$ cat src/rtl/adc_ctl_pkg.sv
package adc_ctl_pkg;

  localparam int DATA_W  = 8;
  localparam int ADDR_W  = 2;
  localparam int RES_W   = 10;
  localparam int CHAN_W  = 3;
  localparam int PRESC_W = 4;

  typedef enum logic [ADDR_W-1:0] {
    ADDR_CTRL  = 2'd0,
    ADDR_UPPER = 2'd1,
    ADDR_LOWER = 2'd2,
    ADDR_SPARE = 2'd3
  } reg_addr_e;

  // control byte layout: [7] justify, [6:4] selector, [3:0] divider
  typedef struct packed {
    logic               right_just;
    logic [CHAN_W-1:0]  chan;
    logic [PRESC_W-1:0] presc;
  } ctrl_t;

  function automatic logic [DATA_W-1:0] fmt_upper(input logic [RES_W-1:0] res,
                                                  input logic right_just);
    logic [DATA_W-1:0] v;
    if (right_just) v = {{(DATA_W-2){1'b0}}, res[RES_W-1 -: 2]};
    else            v = res[RES_W-1 -: DATA_W];
    return v;
  endfunction

  function automatic logic [DATA_W-1:0] fmt_lower(input logic [RES_W-1:0] res,
                                                  input logic right_just);
    logic [DATA_W-1:0] v;
    if (right_just) v = res[DATA_W-1:0];
    else            v = {res[1:0], {(DATA_W-2){1'b0}}};
    return v;
  endfunction

endpackage

$ cat src/rtl/adc_ctl_regs.sv
module adc_ctl_regs
  import adc_ctl_pkg::*;
(
  input  logic              clk,
  input  logic              rst_n,
  input  logic              wr_i,
  input  logic [ADDR_W-1:0] addr_i,
  input  logic [DATA_W-1:0] wdata_i,
  output ctrl_t             ctrl_o,
  output logic              ctrl_wr_o,
  output ctrl_t             ctrl_next_o
);

  ctrl_t ctrl_q;

  assign ctrl_wr_o   = wr_i && (addr_i == ADDR_CTRL);
  assign ctrl_next_o = ctrl_t'(wdata_i);

  always_ff @(posedge clk) begin
    if (!rst_n)         ctrl_q <= '0;
    else if (ctrl_wr_o) ctrl_q <= ctrl_next_o;
  end

  assign ctrl_o = ctrl_q;

  p_ctrl_hold_r11: assert property (@(posedge clk) disable iff (!rst_n)
    !(wr_i && addr_i == ADDR_CTRL) |=> $stable(ctrl_q));

endmodule

$ cat src/rtl/adc_ctl_prescaler.sv
module adc_ctl_prescaler #(
  parameter int W = 4
) (
  input  logic         clk,
  input  logic         rst_n,
  input  logic [W-1:0] n_cur_i,
  input  logic         load_i,
  input  logic [W-1:0] load_val_i,
  output logic         tick_o
);

  logic [W-1:0] cnt_q;
  logic         wrap;

  assign wrap   = (cnt_q == '0);
  assign tick_o = wrap;

  always_ff @(posedge clk) begin
    if (!rst_n)      cnt_q <= '0;
    else if (load_i) cnt_q <= load_val_i;
    else if (wrap)   cnt_q <= n_cur_i;
    else             cnt_q <= cnt_q - 1'b1;
  end

  p_cnt_bound_r3: assert property (@(posedge clk) disable iff (!rst_n)
    cnt_q <= n_cur_i);

  p_tick_gap_r3: assert property (@(posedge clk) disable iff (!rst_n)
    (tick_o && !load_i && n_cur_i != '0) |=> !tick_o);

endmodule

$ cat src/rtl/adc_ctl_seq.sv
module adc_ctl_seq
  import adc_ctl_pkg::*;
(
  input  logic              clk,
  input  logic              rst_n,
  input  logic              start_i,
  input  logic              done_i,
  input  logic [RES_W-1:0]  result_i,
  input  logic [CHAN_W-1:0] chan_sel_i,
  output logic              busy_o,
  output logic              complete_o,
  output logic [CHAN_W-1:0] chan_o,
  output logic [RES_W-1:0]  res_o
);

  logic              busy_q, complete_q;
  logic [CHAN_W-1:0] chan_q;
  logic [RES_W-1:0]  res_q;
  logic              accept_done;
  logic              stray_done;

  assign accept_done = done_i && busy_q;
  assign stray_done  = done_i && !busy_q;

  always_ff @(posedge clk) begin
    if (!rst_n) begin
      busy_q     <= 1'b0;
      complete_q <= 1'b0;
      chan_q     <= '0;
      res_q      <= '0;
    end else begin
      if (accept_done) begin
        res_q      <= result_i;
        busy_q     <= 1'b0;
        complete_q <= 1'b1;
      end
      if (start_i) begin
        chan_q     <= chan_sel_i;
        busy_q     <= 1'b1;
        complete_q <= 1'b0;
      end
    end
  end

  assign busy_o     = busy_q;
  assign complete_o = complete_q;
  assign chan_o     = chan_q;
  assign res_o      = res_q;

  p_start_busy_r5: assert property (@(posedge clk) disable iff (!rst_n)
    start_i |=> busy_o && !complete_o);

  p_done_clear_r5: assert property (@(posedge clk) disable iff (!rst_n)
    (accept_done && !start_i) |=> !busy_o && complete_o);

  p_flags_excl_r5: assert property (@(posedge clk) disable iff (!rst_n)
    $onehot0({busy_o, complete_o}));

  p_chan_hold_r4: assert property (@(posedge clk) disable iff (!rst_n)
    !start_i |=> $stable(chan_o));

  p_stray_done_r6: assert property (@(posedge clk) disable iff (!rst_n)
    (stray_done && !start_i) |=> $stable(res_o) && !busy_o);

endmodule

$ cat src/rtl/adc_ctl_readmux.sv
module adc_ctl_readmux
  import adc_ctl_pkg::*;
(
  input  logic              clk,
  input  logic              rst_n,
  input  logic [ADDR_W-1:0] addr_i,
  input  ctrl_t             ctrl_i,
  input  logic [RES_W-1:0]  res_i,
  output logic [DATA_W-1:0] rdata_o
);

  logic [DATA_W-1:0] upper_b, lower_b;

  assign upper_b = fmt_upper(res_i, ctrl_i.right_just);
  assign lower_b = fmt_lower(res_i, ctrl_i.right_just);

  always_comb begin
    unique case (reg_addr_e'(addr_i))
      ADDR_CTRL:  rdata_o = ctrl_i;
      ADDR_UPPER: rdata_o = upper_b;
      ADDR_LOWER: rdata_o = lower_b;
      default:    rdata_o = '0;
    endcase
  end

  p_upper_zero_r8: assert property (@(posedge clk) disable iff (!rst_n)
    (ctrl_i.right_just && addr_i == ADDR_UPPER) |-> rdata_o[DATA_W-1:2] == '0);

  p_lower_zero_r9: assert property (@(posedge clk) disable iff (!rst_n)
    (!ctrl_i.right_just && addr_i == ADDR_LOWER) |-> rdata_o[DATA_W-3:0] == '0);

  p_spare_zero_r11: assert property (@(posedge clk) disable iff (!rst_n)
    (addr_i == ADDR_SPARE) |-> rdata_o == '0);

endmodule

$ cat src/rtl/adc_ctl_front.sv
module adc_ctl_front
  import adc_ctl_pkg::*;
(
  input  logic              clk,
  input  logic              rst_n,
  input  logic              reg_wr,
  input  logic [ADDR_W-1:0] reg_addr,
  input  logic [DATA_W-1:0] reg_wdata,
  output logic [DATA_W-1:0] reg_rdata,
  input  logic              conv_start,
  output logic              conv_tick,
  output logic [CHAN_W-1:0] conv_chan,
  output logic              conv_busy,
  input  logic              conv_done,
  input  logic [RES_W-1:0]  conv_result,
  output logic              conv_complete
);

  ctrl_t             ctrl;
  ctrl_t             ctrl_next;
  logic              ctrl_wr;
  logic [RES_W-1:0]  res;

  adc_ctl_regs u_regs (
    .clk        (clk),
    .rst_n      (rst_n),
    .wr_i       (reg_wr),
    .addr_i     (reg_addr),
    .wdata_i    (reg_wdata),
    .ctrl_o     (ctrl),
    .ctrl_wr_o  (ctrl_wr),
    .ctrl_next_o(ctrl_next)
  );

  adc_ctl_prescaler #(.W(PRESC_W)) u_presc (
    .clk       (clk),
    .rst_n     (rst_n),
    .n_cur_i   (ctrl.presc),
    .load_i    (ctrl_wr),
    .load_val_i(ctrl_next.presc),
    .tick_o    (conv_tick)
  );

  adc_ctl_seq u_seq (
    .clk       (clk),
    .rst_n     (rst_n),
    .start_i   (conv_start),
    .done_i    (conv_done),
    .result_i  (conv_result),
    .chan_sel_i(ctrl.chan),
    .busy_o    (conv_busy),
    .complete_o(conv_complete),
    .chan_o    (conv_chan),
    .res_o     (res)
  );

  adc_ctl_readmux u_rd (
    .clk    (clk),
    .rst_n  (rst_n),
    .addr_i (reg_addr),
    .ctrl_i (ctrl),
    .res_i  (res),
    .rdata_o(reg_rdata)
  );

endmodule

$ cat config.mk
export PLATFORM = sky130hd
export DESIGN_NAME = adc_ctl_front
export DESIGN_NICKNAME = d
export VERILOG_FILES = /design/src/rtl/adc_ctl_pkg.sv /design/src/rtl/adc_ctl_regs.sv /design/src/rtl/adc_ctl_prescaler.sv /design/src/rtl/adc_ctl_seq.sv /design/src/rtl/adc_ctl_readmux.sv /design/src/rtl/adc_ctl_front.sv
export SDC_FILE = /design/constraint.sdc
export NUM_CORES = 1
export LEC_CHECK = 0
export ABC_CLOCK_PERIOD_IN_PS = 1600
export BUFFER_PORTS_ARGS = -buffer_cell sky130_fd_sc_hd__buf_2
export CAP_MARGIN = 20
export CORE_ASPECT_RATIO = 0.8
export CORE_MARGIN = 3
export CORE_UTILIZATION = 35
export CTS_BUF_LIST = sky130_fd_sc_hd__clkbuf_2 sky130_fd_sc_hd__clkbuf_4 sky130_fd_sc_hd__clkbuf_8
export DETAILED_ROUTE_END_ITERATION = 8
export PLACE_DENSITY = 0.56
export SLEW_MARGIN = 20
export SYNTH_ARGS = -nofsm -noshare
export SYNTH_HDL_FRONTEND = slang
export SYNTH_HIERARCHICAL = 1
export SYNTH_SLANG_ARGS = --single-unit
$ cat constraint.sdc
create_clock -name clk -period 1.6 [get_ports clk]
set_input_delay 0.08 -clock clk [delete_from_list [all_inputs] [get_ports clk]]
set_output_delay 0.08 -clock clk [all_outputs]
set_load 0.05 [all_outputs]
==> results of run 1 <==
==> routing by layer <==
| layer | up-vias | wire (um) | track usage | share of wire |
|---|---|---|---|---|
| li1 | 636 | - | - | - |
| met1 | 600 | 1610 | 0.187 | 0.48 |
| met2 | 30 | 1540 | 0.208 | 0.46 |
| met3 | 2 | 183 | 0.0389 | 0.055 |
| met4 | 0 | 11 | 0.0193 | 0.0033 |
| met5 | - | 0 | 0 | 0 |
==> power breakdown <==
group | switching [mW] | leakage, nW | total [mW] | internal (mW)
Sequential | 0.0644 | 0.220 | 0.797 | 0.733
Clock | 0.212 | 0.0262 | 0.408 | 0.196
Combinational | 0.317 | 0.434 | 0.564 | 0.247
==> layout make-up <==
type / count / share of cell area
sequential: 27 / 0.315
timing repair buffer: 42 / 0.137
multi-input combinational: 117 / 0.470
inverter: 4 / 0.00876
clock buffer: 4 / 0.0285
tap: 55 / 0.0401
==> tightest hold or removal path, cell delays in order <==
cell                      delay (ns)
sky130_fd_sc_hd__buf_2          0.10
sky130_fd_sc_hd__nand2_1        0.05
sky130_fd_sc_hd__mux2i_1        0.06
==> sequential cells by signal, summed over array words and instances, names as in the netlist <==
name,count
u_presc/cnt_q,4
u_regs/ctrl_o,8
u_seq/busy_o,1
u_seq/chan_o,3
u_seq/complete_o,1
u_seq/res_o,10
==> worst max path at each step <==
| stage | start | endpoint | slack [ns] |
|---|---|---|---|
| global placement | u_presc/cnt_q[0] | u_presc/cnt_q[1] | 0.32 |
| detailed placement | u_presc/cnt_q[0] | u_presc/cnt_q[1] | 0.29 |
| floorplan | u_presc/cnt_q[0] | u_presc/cnt_q[1] | 0.004 |
| global route | u_regs/ctrl_o[7] | reg_rdata[7] | 0.003 |
| CTS | u_regs/ctrl_o[7] | reg_rdata[4] | 0.006 |
| finish | u_regs/ctrl_o[7] | reg_rdata[7] | 0.05 |
==> placed cells by master, fill, tap and decap left out, drive strengths merged <==
| cell | instances |
|---|---|
| nor2 | 1 |
| a22oi | 6 |
| mux2 | 1 |
| mux2i | 16 |
| nor3b | 3 |
| dfxtp | 27 |
| nor4 | 1 |
| o41ai | 1 |
| a21oi | 6 |
| o32ai | 2 |
| nand2b | 2 |
| nor3 | 1 |
| and3b | 2 |
| or2b | 1 |
| nand2 | 31 |
| buf | 38 |
| nor2b | 7 |
| nand4 | 10 |
| nand3 | 1 |
| ha | 1 |
| o21ai | 20 |
| clkbuf | 8 |
| and2 | 1 |
| nor4bb | 1 |
| inv | 4 |
| o21a | 1 |
| or4 | 1 |
==> what timing repair did <==
action,in CTS,in global routing
buffers inserted,0,0
gates resized for setup,1,8
pin swaps,0,0
endpoints found under the hold margin,0,0
setup endpoints to repair,1,8
==> out/summary.log, run 1 <==
[clock_network] clock network latency to the later pin of the worst-skew pair 0.27 ns
[timing] post-route setup slack 0.0462 ns
[worst_setup_path] cell type of the slowest stage on the worst timing path sky130_fd_sc_hd__dfxtp_1
[die] Die Span Y 64.4 um
[clock_network] CTS buffer count 3
[timing] hold_ws 0.0515 ns
[worst_setup_path] endpoint class of the critical path output port
[worst_setup_path] cell depth of the worst flop-to-flop path 5
[worst_setup_path] cell type group with the largest total delay on the critical path buffers and inverters
[synth] Cell Area, Synth 0.00149 mm^2
[worst_hold_path] Min-Delay Path Class in -> reg
[placement] GP Congestion 0.802
[flow_run] max-capacitance violation count 0
[route] Vias/cell 5.09
[final_layout] Area Growth Syn to Fin 14.7%
[final_layout] post-route core utilization 0.434
[final_layout] number of nets in the final layout 221
[final_layout] total of fill cells in the finished design 419
[clock_network] TritonCTS clock tree done
[worst_setup_path] launch instance of the worst register-to-register path u_presc/cnt_q[0]
[power_and_ir_drop] overall power after layout 1.77 mW
[clock_network] Root Buffer sky130_fd_sc_hd__clkbuf_8
[route] final wirelength 3340 um
[timing] Achievable Freq 644 MHz
[timing] RSZ-0062 raised after global routing false
[worst_setup_path] endpoint required time on the critical path 1.52 ns
[die] num ports 39
[clock_network] maximum buffer depth of the clock tree 2
[synth] Net Count, Synth 191
[die] initial standard-cell utilization of the core 0.378
[worst_hold_path] cell depth of the worst min-delay path 3
[final_layout] combined area of the multi-input logic cells 806 um^2
[route] average wire per cell in the routed design 13.4 um
[worst_setup_path] count of buffer and inverter cells on the critical path 2
[global_route] antenna violations before repair 0
[global_route] maximum number of pins on one net before global-route repair 28
[worst_setup_path] sequence of cells on the critical path buf_4 > and3b_1 > a21oi_1 > o32ai_2 > buf_2
[die] standard-cell rows 20
[placement] Placed Instance Area 0.00164 mm^2
[route] first-pass iteration count of the detailed router 4
[timing] aggregate negative setup slack 0 ns
[placement] instance count after placement with tap cells included 245
[timing] setup clock skew after layout 0.000859 ns
[die] Die Area 0.00509 mm^2
[placement] half-perimeter wire length after detailed placement 2580 um
[route] drc violations 0
[timing] tightest slew margin relative to the limit 0.684
[final_layout] number of non-filler instances in the completed layout 249
[global_route] vias in the first global route 1155
[worst_hold_path] destination of the worst hold path u_regs/ctrl_o[4]
[worst_setup_path] type of origin of the critical path flop
[final_layout] ratio of cells with drive above 1 in the final layout 0.340
[timing] Least-Margin Pin Slew 0.472 ns
[worst_setup_path] crit-path max FO 7
[clock_network] H-tree depth reported by CTS 1
[worst_setup_path] category of the critical setup timing path reg -> out
[clock_network] register clock-pin slew on the reported worst setup and hold paths 0.09 ns
[synth] synthesized area per cell 9.05 um^2
[route] First DRT Iteration DRCs 80
[worst_hold_path] beginning of the worst hold path reg_wdata[4]
[worst_setup_path] Critical Path AT 1.47 ns
[final_layout] Inserted Diodes 0
[final_layout] sequential standard cell area 541 um^2
[global_route] wire length of the first global-routing pass 5480 um
[worst_setup_path] setup slack on the worst flop-to-flop path 0.27 ns
[worst_setup_path] Worst R2R End u_presc/cnt_q[1]
[route] remaining number of nets flagged by the antenna check after routing 0
[timing] number of hold-slack violations in the final timing report 0
[global_route] total track usage 0.134
[final_layout] final instance area 0.00171 mm^2
[power_and_ir_drop] power density over the cells 1030 mW/mm^2
[power_and_ir_drop] static leakage 0.680 nW
[clock_network] hold buffers post-CTS 0
[route] Vias 1268
[placement] buffers added on ports 38
[timing] Pins Over Slew Limit 0
[timing] final number of setup-violating endpoints 0
[die] die outline width 79.0 um
[worst_setup_path] Levels on crit path 5
[global_route] GR Overflow Total 0
[timing] shortest clock period the worst path allows after layout 1.55 ns
[worst_setup_path] CP peak stage delay 0.37 ns
[timing] Final Cycle Share 0.971
[status] status completed
[synth] Post-Syn Instances 165
[power_and_ir_drop] maximum vdd drop 0.000467 V
[clock_network] clock sink total 27
[placement] minimum setup slack after placement 0.292 ns
[synth] synth warn 6
[die] area of the core 0.00395 mm^2
No activity file was read; power rests on OpenSTA's default activity.
==> run 2: changes to the inputs <==
--- a/config.mk
+++ b/config.mk
@@ -13,7 +13,7 @@
 export CORE_UTILIZATION = 35
 export CTS_BUF_LIST = sky130_fd_sc_hd__clkbuf_2 sky130_fd_sc_hd__clkbuf_4 sky130_fd_sc_hd__clkbuf_8
 export DETAILED_ROUTE_END_ITERATION = 8
-export PLACE_DENSITY = 0.56
+export PLACE_DENSITY = 0.69
 export SLEW_MARGIN = 20
 export SYNTH_ARGS = -nofsm -noshare
 export SYNTH_HDL_FRONTEND = slang
==> run 2 against run 1 <==
Compared with the run above:
- non-clock buffer count is 1 higher
- die area stayed put
- worst setup slack worse by 0.022 ns
- maximum frequency is 1.4% lower
- power is 0.44% lower
- core utilization is 0.19 points higher
- worst hold slack worse by 0.0048 ns
- sequential share of layout area is 0.065 points lower
- final area is 0.44% higher
==> out/summary.log, run 2 (synthesis gave the netlist of run 1 again) <==
[power_and_ir_drop] static leakage 0.688 nW
[worst_setup_path] Crit. Startpoint u_regs/ctrl_o[7]
[timing] RSZ-0062 raised after global routing true
[global_route] vias in the first global route 1184
[worst_hold_path] Min-Delay Path Class in -> reg
[route] remaining number of nets flagged by the antenna check after routing 0
[global_route] GR Overflow Total 0
[power_and_ir_drop] internal power summed over all cells 1.18 mW
[clock_network] H-tree depth reported by CTS 1
[timing] setup clock skew after layout 0.00382 ns
[global_route] maximum number of pins on one net before global-route repair 45
[route] final wirelength 3170 um
[worst_setup_path] cell type group with the largest total delay on the critical path buffers and inverters
[global_route] wire length of the first global-routing pass 5340 um
[timing] tightest slew margin relative to the limit 0.677
[timing] Achievable Freq 635 MHz
[clock_network] TritonCTS clock tree done
[worst_setup_path] launch instance of the worst register-to-register path u_presc/cnt_q[0]
[timing] number of hold-slack violations in the final timing report 0
[timing] shortest clock period the worst path allows after layout 1.58 ns
[worst_setup_path] endpoint class of the critical path output port
[final_layout] post-route core utilization 0.435
[die] area of the core 0.00395 mm^2
[final_layout] number of non-filler instances in the completed layout 250
[final_layout] ratio of cells with drive above 1 in the final layout 0.354
[clock_network] clock sink total 27
[route] Vias 1254
[final_layout] most common cell after layout, fill and taps aside sky130_fd_sc_hd__buf_2
[power_and_ir_drop] maximum vdd drop 0.000382 V
[flow_run] max-capacitance violation count 0
[route] Vias/cell 5.02
[worst_setup_path] count of buffer and inverter cells on the critical path 2
[clock_network] Root Buffer sky130_fd_sc_hd__clkbuf_8
[worst_setup_path] most frequent cell on the critical path sky130_fd_sc_hd__buf_4
[worst_setup_path] setup slack on the worst flop-to-flop path 0.24 ns
[timing] final number of setup-violating endpoints 0
[clock_network] maximum buffer depth of the clock tree 2
[status] status completed
[clock_network] clock network latency to the later pin of the worst-skew pair 0.27 ns
[clock_network] CTS buffer count 3
[worst_setup_path] Worst R2R End u_presc/cnt_q[1]
[worst_setup_path] Levels on crit path 5
[final_layout] most used cells in the layout excluding fill and tap cells sky130_fd_sc_hd__buf_2 (34), sky130_fd_sc_hd__nand2_1 (31), sky130_fd_sc_hd__dfxtp_1 (26)
[final_layout] max FFs per register 10
[final_layout] Inserted Diodes 0
[die] initial standard-cell utilization of the core 0.378
[final_layout] Area Growth Syn to Fin 15.2%
[worst_setup_path] CP peak stage delay 0.34 ns
[worst_setup_path] crit-path max FO 7
[power_and_ir_drop] Flop pwr share 0.450
[power_and_ir_drop] share of power burned in the clock network 0.226
[die] Die Area 0.00509 mm^2
[worst_setup_path] cell depth of the worst flop-to-flop path 5
[timing] Final Cycle Share 0.985
[worst_hold_path] beginning of the worst hold path reg_wdata[6]
[timing] Least-Margin Pin Slew 0.482 ns
[global_route] antenna violations before repair 0
[power_and_ir_drop] overall power after layout 1.76 mW
[worst_setup_path] cell type of the slowest stage on the worst timing path sky130_fd_sc_hd__dfxtp_2
[worst_setup_path] sequence of cells on the critical path buf_4 > nor4bb_2 > a21oi_1 > o21ai_1 > buf_4
[timing] hold_ws 0.0467 ns
[final_layout] number of nets in the final layout 222
[placement] instance count after placement with tap cells included 246
[route] first-pass iteration count of the detailed router 4
[worst_setup_path] capturing element of the worst setup path reg_rdata[6]
[placement] half-perimeter wire length after detailed placement 2350 um
[die] Die Span Y 64.4 um
[power_and_ir_drop] power spent charging and discharging nets 0.584 mW
[die] num ports 39
[die] die outline width 79.0 um
[die] standard-cell rows 20
[worst_setup_path] Critical Path AT 1.50 ns
[clock_network] register clock-pin slew on the reported worst setup and hold paths 0.08 ns
[power_and_ir_drop] power density over the cells 1020 mW/mm^2
[route] First DRT Iteration DRCs 69
[worst_setup_path] category of the critical setup timing path reg -> out
[power_and_ir_drop] fraction of power consumed by combinational cells 0.324
[route] drc violations 0
[placement] GP Congestion 0.711
[worst_setup_path] type of origin of the critical path flop
[route] average wire per cell in the routed design 12.7 um
[power_and_ir_drop] share of total power consumed by net switching 0.332
[worst_setup_path] endpoint required time on the critical path 1.52 ns
[global_route] total track usage 0.128
[clock_network] hold buffers post-CTS 0
[timing] Pins Over Slew Limit 0
[placement] buffers added on ports 38
## run 2: changes by cell type in the layout (fill, tap and decap cells not counted), sizes merged
cell,previous run,this run
buf,38,42
clkbuf,8,5
## run 2: timing repair
| action | 4_1_cts | 5_1_grt |
|---|---|---|
| setup endpoints to repair | 1 | 9 |
| resized for setup | 1 | 9 |
| pin swaps | 0 | 0 |
| setup buffers | 0 | 0 |
| hold endpoints to repair | 0 | 0 |
## run 2: worst min path at each step
stage	to	slack [ns]	cells past startpoint
detailed placement	u_regs/ctrl_o[6]	0.33	3
global route	u_regs/ctrl_o[6]	0.06	3
finish	u_regs/ctrl_o[6]	0.05	3
floorplan	u_presc/cnt_q[0]	0.22	2
global placement	u_regs/ctrl_o[6]	0.33	3
CTS	u_regs/ctrl_o[6]	0.04	3
## run 2: final cells by class
type	count	area [um^2]
tap	55	68.8
sequential	27	542
clock buffer	4	48.8
timing repair buffer	43	238
multi-input combinational	117	810
fill	428	2230
inverter	4	15.0
## run 2: power by group through the flow
stage                     Clock (mW)  Sequential, mW  Combinational [mW]
final                          0.399           0.793               0.570
after global routing           0.429           0.803               0.637
after CTS                      0.414           0.792               0.557
after detailed placement           0           0.807               0.555
after global placement             0           0.807               0.546
after floorplan                    0           0.805               0.449
## run 2: routing by layer
metal	up-vias	wire length, um	GRT usage
li1	638	-	-
met5	-	0	0
met3	4	272	0.0389
met4	0	27	0.0322
met1	572	1580	0.181
met2	40	1290	0.189
## run 2: metrics by stage
step	instance area (um^2)	TNS (ns)	setup WS [ns]
global route	1720	-0.0150	-0.0150
finish	1720	0	0.0245
floorplan	1500	0	0.00355
global placement	1650	0	0.299
CTS	1700	0	0.00160
detailed placement	1650	0	0.256
## run 2: tightest hold or removal path, cell delays in order
cell	delay [ns]
sky130_fd_sc_hd__buf_2	0.09
sky130_fd_sc_hd__nand2_1	0.04
sky130_fd_sc_hd__mux2i_1	0.05
==> run 3: changes to the inputs <==
--- a/config.mk
+++ b/config.mk
@@ -13,6 +13,7 @@
 export CORE_UTILIZATION = 35
 export CTS_BUF_LIST = sky130_fd_sc_hd__clkbuf_2 sky130_fd_sc_hd__clkbuf_4 sky130_fd_sc_hd__clkbuf_8
 export DETAILED_ROUTE_END_ITERATION = 8
+export GPL_TIMING_DRIVEN = 1
 export PLACE_DENSITY = 0.69
 export SLEW_MARGIN = 20
 export SYNTH_ARGS = -nofsm -noshare
==> constraint.sdc (replaced) <==
create_clock -name clk -period 1.6 [get_ports clk]
set_input_delay 0.16 -clock clk [delete_from_list [all_inputs] [get_ports clk]]
set_output_delay 0.16 -clock clk [all_outputs]
set_load 0.05 [all_outputs]
==> run 3 against run 2 <==
Compared with the run above:
- clock-buffer cell count fell by 1
- die area did not move
- power rose by 2.8%
- critical endpoint is now reg_rdata[0]
- maximum frequency rose by 0.75%
- final area rose by 3.5%
- critical path type unchanged
- register-to-register slack improved by 0.06 ns
- sequential power rose by 2%
- first-iteration DRC count fell by 12%
- highest routed layer unchanged
==> out/summary.log, run 3 (synthesis gave the netlist of run 1 again) <==
[timing] RSZ-0062 raised after global routing true
[clock_network] register clock-pin slew on the reported worst setup and hold paths 0.09 ns
[worst_hold_path] beginning of the worst hold path conv_result[7]
[global_route] antenna violations before repair 0
[global_route] GR Overflow Total 0
[final_layout] Area Growth Syn to Fin 19.3%
[power_and_ir_drop] internal power summed over all cells 1.20 mW
[die] standard-cell rows 20
[flow_run] max-capacitance violation count 0
[timing] shortest clock period the worst path allows after layout 1.56 ns
[die] initial standard-cell utilization of the core 0.378
[worst_setup_path] cell type of the slowest stage on the worst timing path sky130_fd_sc_hd__dfxtp_2
[worst_setup_path] sequence of cells on the critical path and3b_2 > a22oi_1 > o21ai_1 > buf_4
[timing] post-route setup slack 0.0362 ns
[clock_network] clock network latency to the later pin of the worst-skew pair 0.28 ns
[power_and_ir_drop] maximum vdd drop 0.000453 V
[clock_network] TritonCTS clock tree done
[die] Die Span Y 64.4 um
[route] final wirelength 3310 um
[placement] buffers added on ports 38
[worst_setup_path] Crit. Startpoint u_regs/ctrl_o[7]
[placement] minimum setup slack after placement 0.159 ns
[timing] Final Cycle Share 0.977
[clock_network] clock sink total 27
[status] status completed
[final_layout] most common cell after layout, fill and taps aside sky130_fd_sc_hd__nand2_1
[global_route] wire length of the first global-routing pass 5460 um
[route] average wire per cell in the routed design 13.2 um
[power_and_ir_drop] power density over the cells 1020 mW/mm^2
[timing] Achievable Freq 639 MHz
[clock_network] CTS buffer count 3
[power_and_ir_drop] Flop pwr share 0.445
[die] die outline width 79.0 um
[worst_setup_path] launch instance of the worst register-to-register path u_presc/cnt_q[1]
[worst_setup_path] Critical Path AT 1.40 ns
[final_layout] max FFs per register 10
[power_and_ir_drop] share of power burned in the clock network 0.213
[timing] Pins Over Slew Limit 0
[final_layout] combined area of the multi-input logic cells 828 um^2
[die] Die Area 0.00509 mm^2
[die] area of the core 0.00395 mm^2
[worst_setup_path] endpoint class of the critical path output port
[route] Vias/cell 5.01
[die] num ports 39
[worst_setup_path] type of origin of the critical path flop
[final_layout] total of fill cells in the finished design 402
[timing] Least-Margin Pin Slew 0.562 ns
[worst_setup_path] crit-path max FO 6
[power_and_ir_drop] static leakage 0.706 nW
[global_route] total track usage 0.133
[timing] setup clock skew after layout 0.0105 ns
[global_route] maximum number of pins on one net before global-route repair 45
[power_and_ir_drop] power spent charging and discharging nets 0.615 mW
[final_layout] sequential standard cell area 542 um^2
[worst_setup_path] category of the critical setup timing path reg -> out
[timing] number of hold-slack violations in the final timing report 0
[clock_network] maximum buffer depth of the clock tree 2
[route] Vias 1263
[global_route] vias in the first global route 1266
[worst_hold_path] Min-Delay Path Class in -> reg
[placement] GP Congestion 0.758
[route] First DRT Iteration DRCs 61
[timing] final number of setup-violating endpoints 0
[route] drc violations 0
[worst_setup_path] CP peak stage delay 0.35 ns
[final_layout] Inserted Diodes 0
[route] first-pass iteration count of the detailed router 4
[clock_network] H-tree depth reported by CTS 1
[final_layout] ratio of cells with drive above 1 in the final layout 0.365
[timing] aggregate negative setup slack 0 ns
[final_layout] most used cells in the layout excluding fill and tap cells sky130_fd_sc_hd__nand2_1 (31), sky130_fd_sc_hd__buf_2 (30), sky130_fd_sc_hd__dfxtp_1 (26)
[worst_setup_path] endpoint required time on the critical path 1.44 ns
[placement] half-perimeter wire length after detailed placement 2450 um
[final_layout] number of nets in the final layout 224
[timing] tightest slew margin relative to the limit 0.624
[power_and_ir_drop] share of total power consumed by net switching 0.340
[clock_network] Root Buffer sky130_fd_sc_hd__clkbuf_8
[route] remaining number of nets flagged by the antenna check after routing 0
[power_and_ir_drop] fraction of power consumed by combinational cells 0.342
[final_layout] post-route core utilization 0.451
## run 3: changes by cell type in the layout (fill, tap and decap cells not counted)
cell | before | now
sky130_fd_sc_hd__buf_2 | 34 | 30
sky130_fd_sc_hd__buf_6 | 0 | 5
sky130_fd_sc_hd__clkinv_2 | 0 | 1
sky130_fd_sc_hd__ha_2 | 1 | 0
sky130_fd_sc_hd__ha_4 | 0 | 1
sky130_fd_sc_hd__inv_1 | 4 | 3
sky130_fd_sc_hd__inv_2 | 0 | 1
sky130_fd_sc_hd__nor4bb_2 | 1 | 0
sky130_fd_sc_hd__nor4bb_4 | 0 | 1
## run 3: path summary, 6_finish.rpt
| path | endpoint | slack [ns] | cells past startpoint |
|---|---|---|---|
| max | reg_rdata[0] | 0.04 | 4 |
| min | u_seq/res_o[7] | 0.12 | 3 |
| max reg2reg | u_presc/cnt_q[1] | 0.30 | 5 |
| min reg2reg | u_seq/res_o[9] | 0.48 | 2 |
## run 3: layout make-up
type	count	area share
multi-input combinational	117	0.465
inverter	4	0.00843
tap	55	0.0386
sequential	27	0.304
clock inverter	1	0.00281
timing repair buffer	45	0.158
clock buffer	3	0.0232
## run 3: worst max-delay path, delay by kind of cell (launching register included)
kind,cells,cell delay [ns]
and+or+nand+nor,1,0.26
buffers and inverters,1,0.20
DFF,1,0.35
AOI/OAI and AO/OA,2,0.34
## run 3: routing by layer
metal | wire length [um] | track usage | vias to the layer above | part of all wire
met5 | 0 | 0 | - | 0
met4 | 29 | 0.0322 | 0 | 0.0088
met3 | 177 | 0.0389 | 4 | 0.053
met2 | 1470 | 0.212 | 28 | 0.44
met1 | 1640 | 0.176 | 587 | 0.49
li1 | - | - | 644 | -
## run 3: power by group through the flow
stage	sequential [mW]	clock, mW	combinational (mW)
CTS	0.803	0.399	0.564
global placement	0.813	0	0.541
finish	0.805	0.386	0.620
floorplan	0.805	0	0.449
detailed placement	0.818	0	0.545
global route	0.812	0.425	0.677
## run 3: through the flow
stage	power [mW]	std cells	hold slack (ns)	cell area [um^2]
6_report	1.81	252	0.120	1780
3_3_place_gp	1.35	245	0.414	1640
2_1_floorplan	1.25	165	0.298	1500
3_5_place_dp	1.36	245	0.412	1640
5_1_grt	1.91	252	0.122	1780
4_1_cts	1.77	249	0.119	1710
## run 3: repair_timing
action / 4_1_cts / 5_1_grt
endpoints found under the hold margin: 0 / 0
pin swaps: 0 / 1
setup endpoints to repair: 8 / 9
hold buffers: 0 / 0
gates cloned: 0 / 0
resized for setup: 7 / 15
buffers inserted: 0 / 3
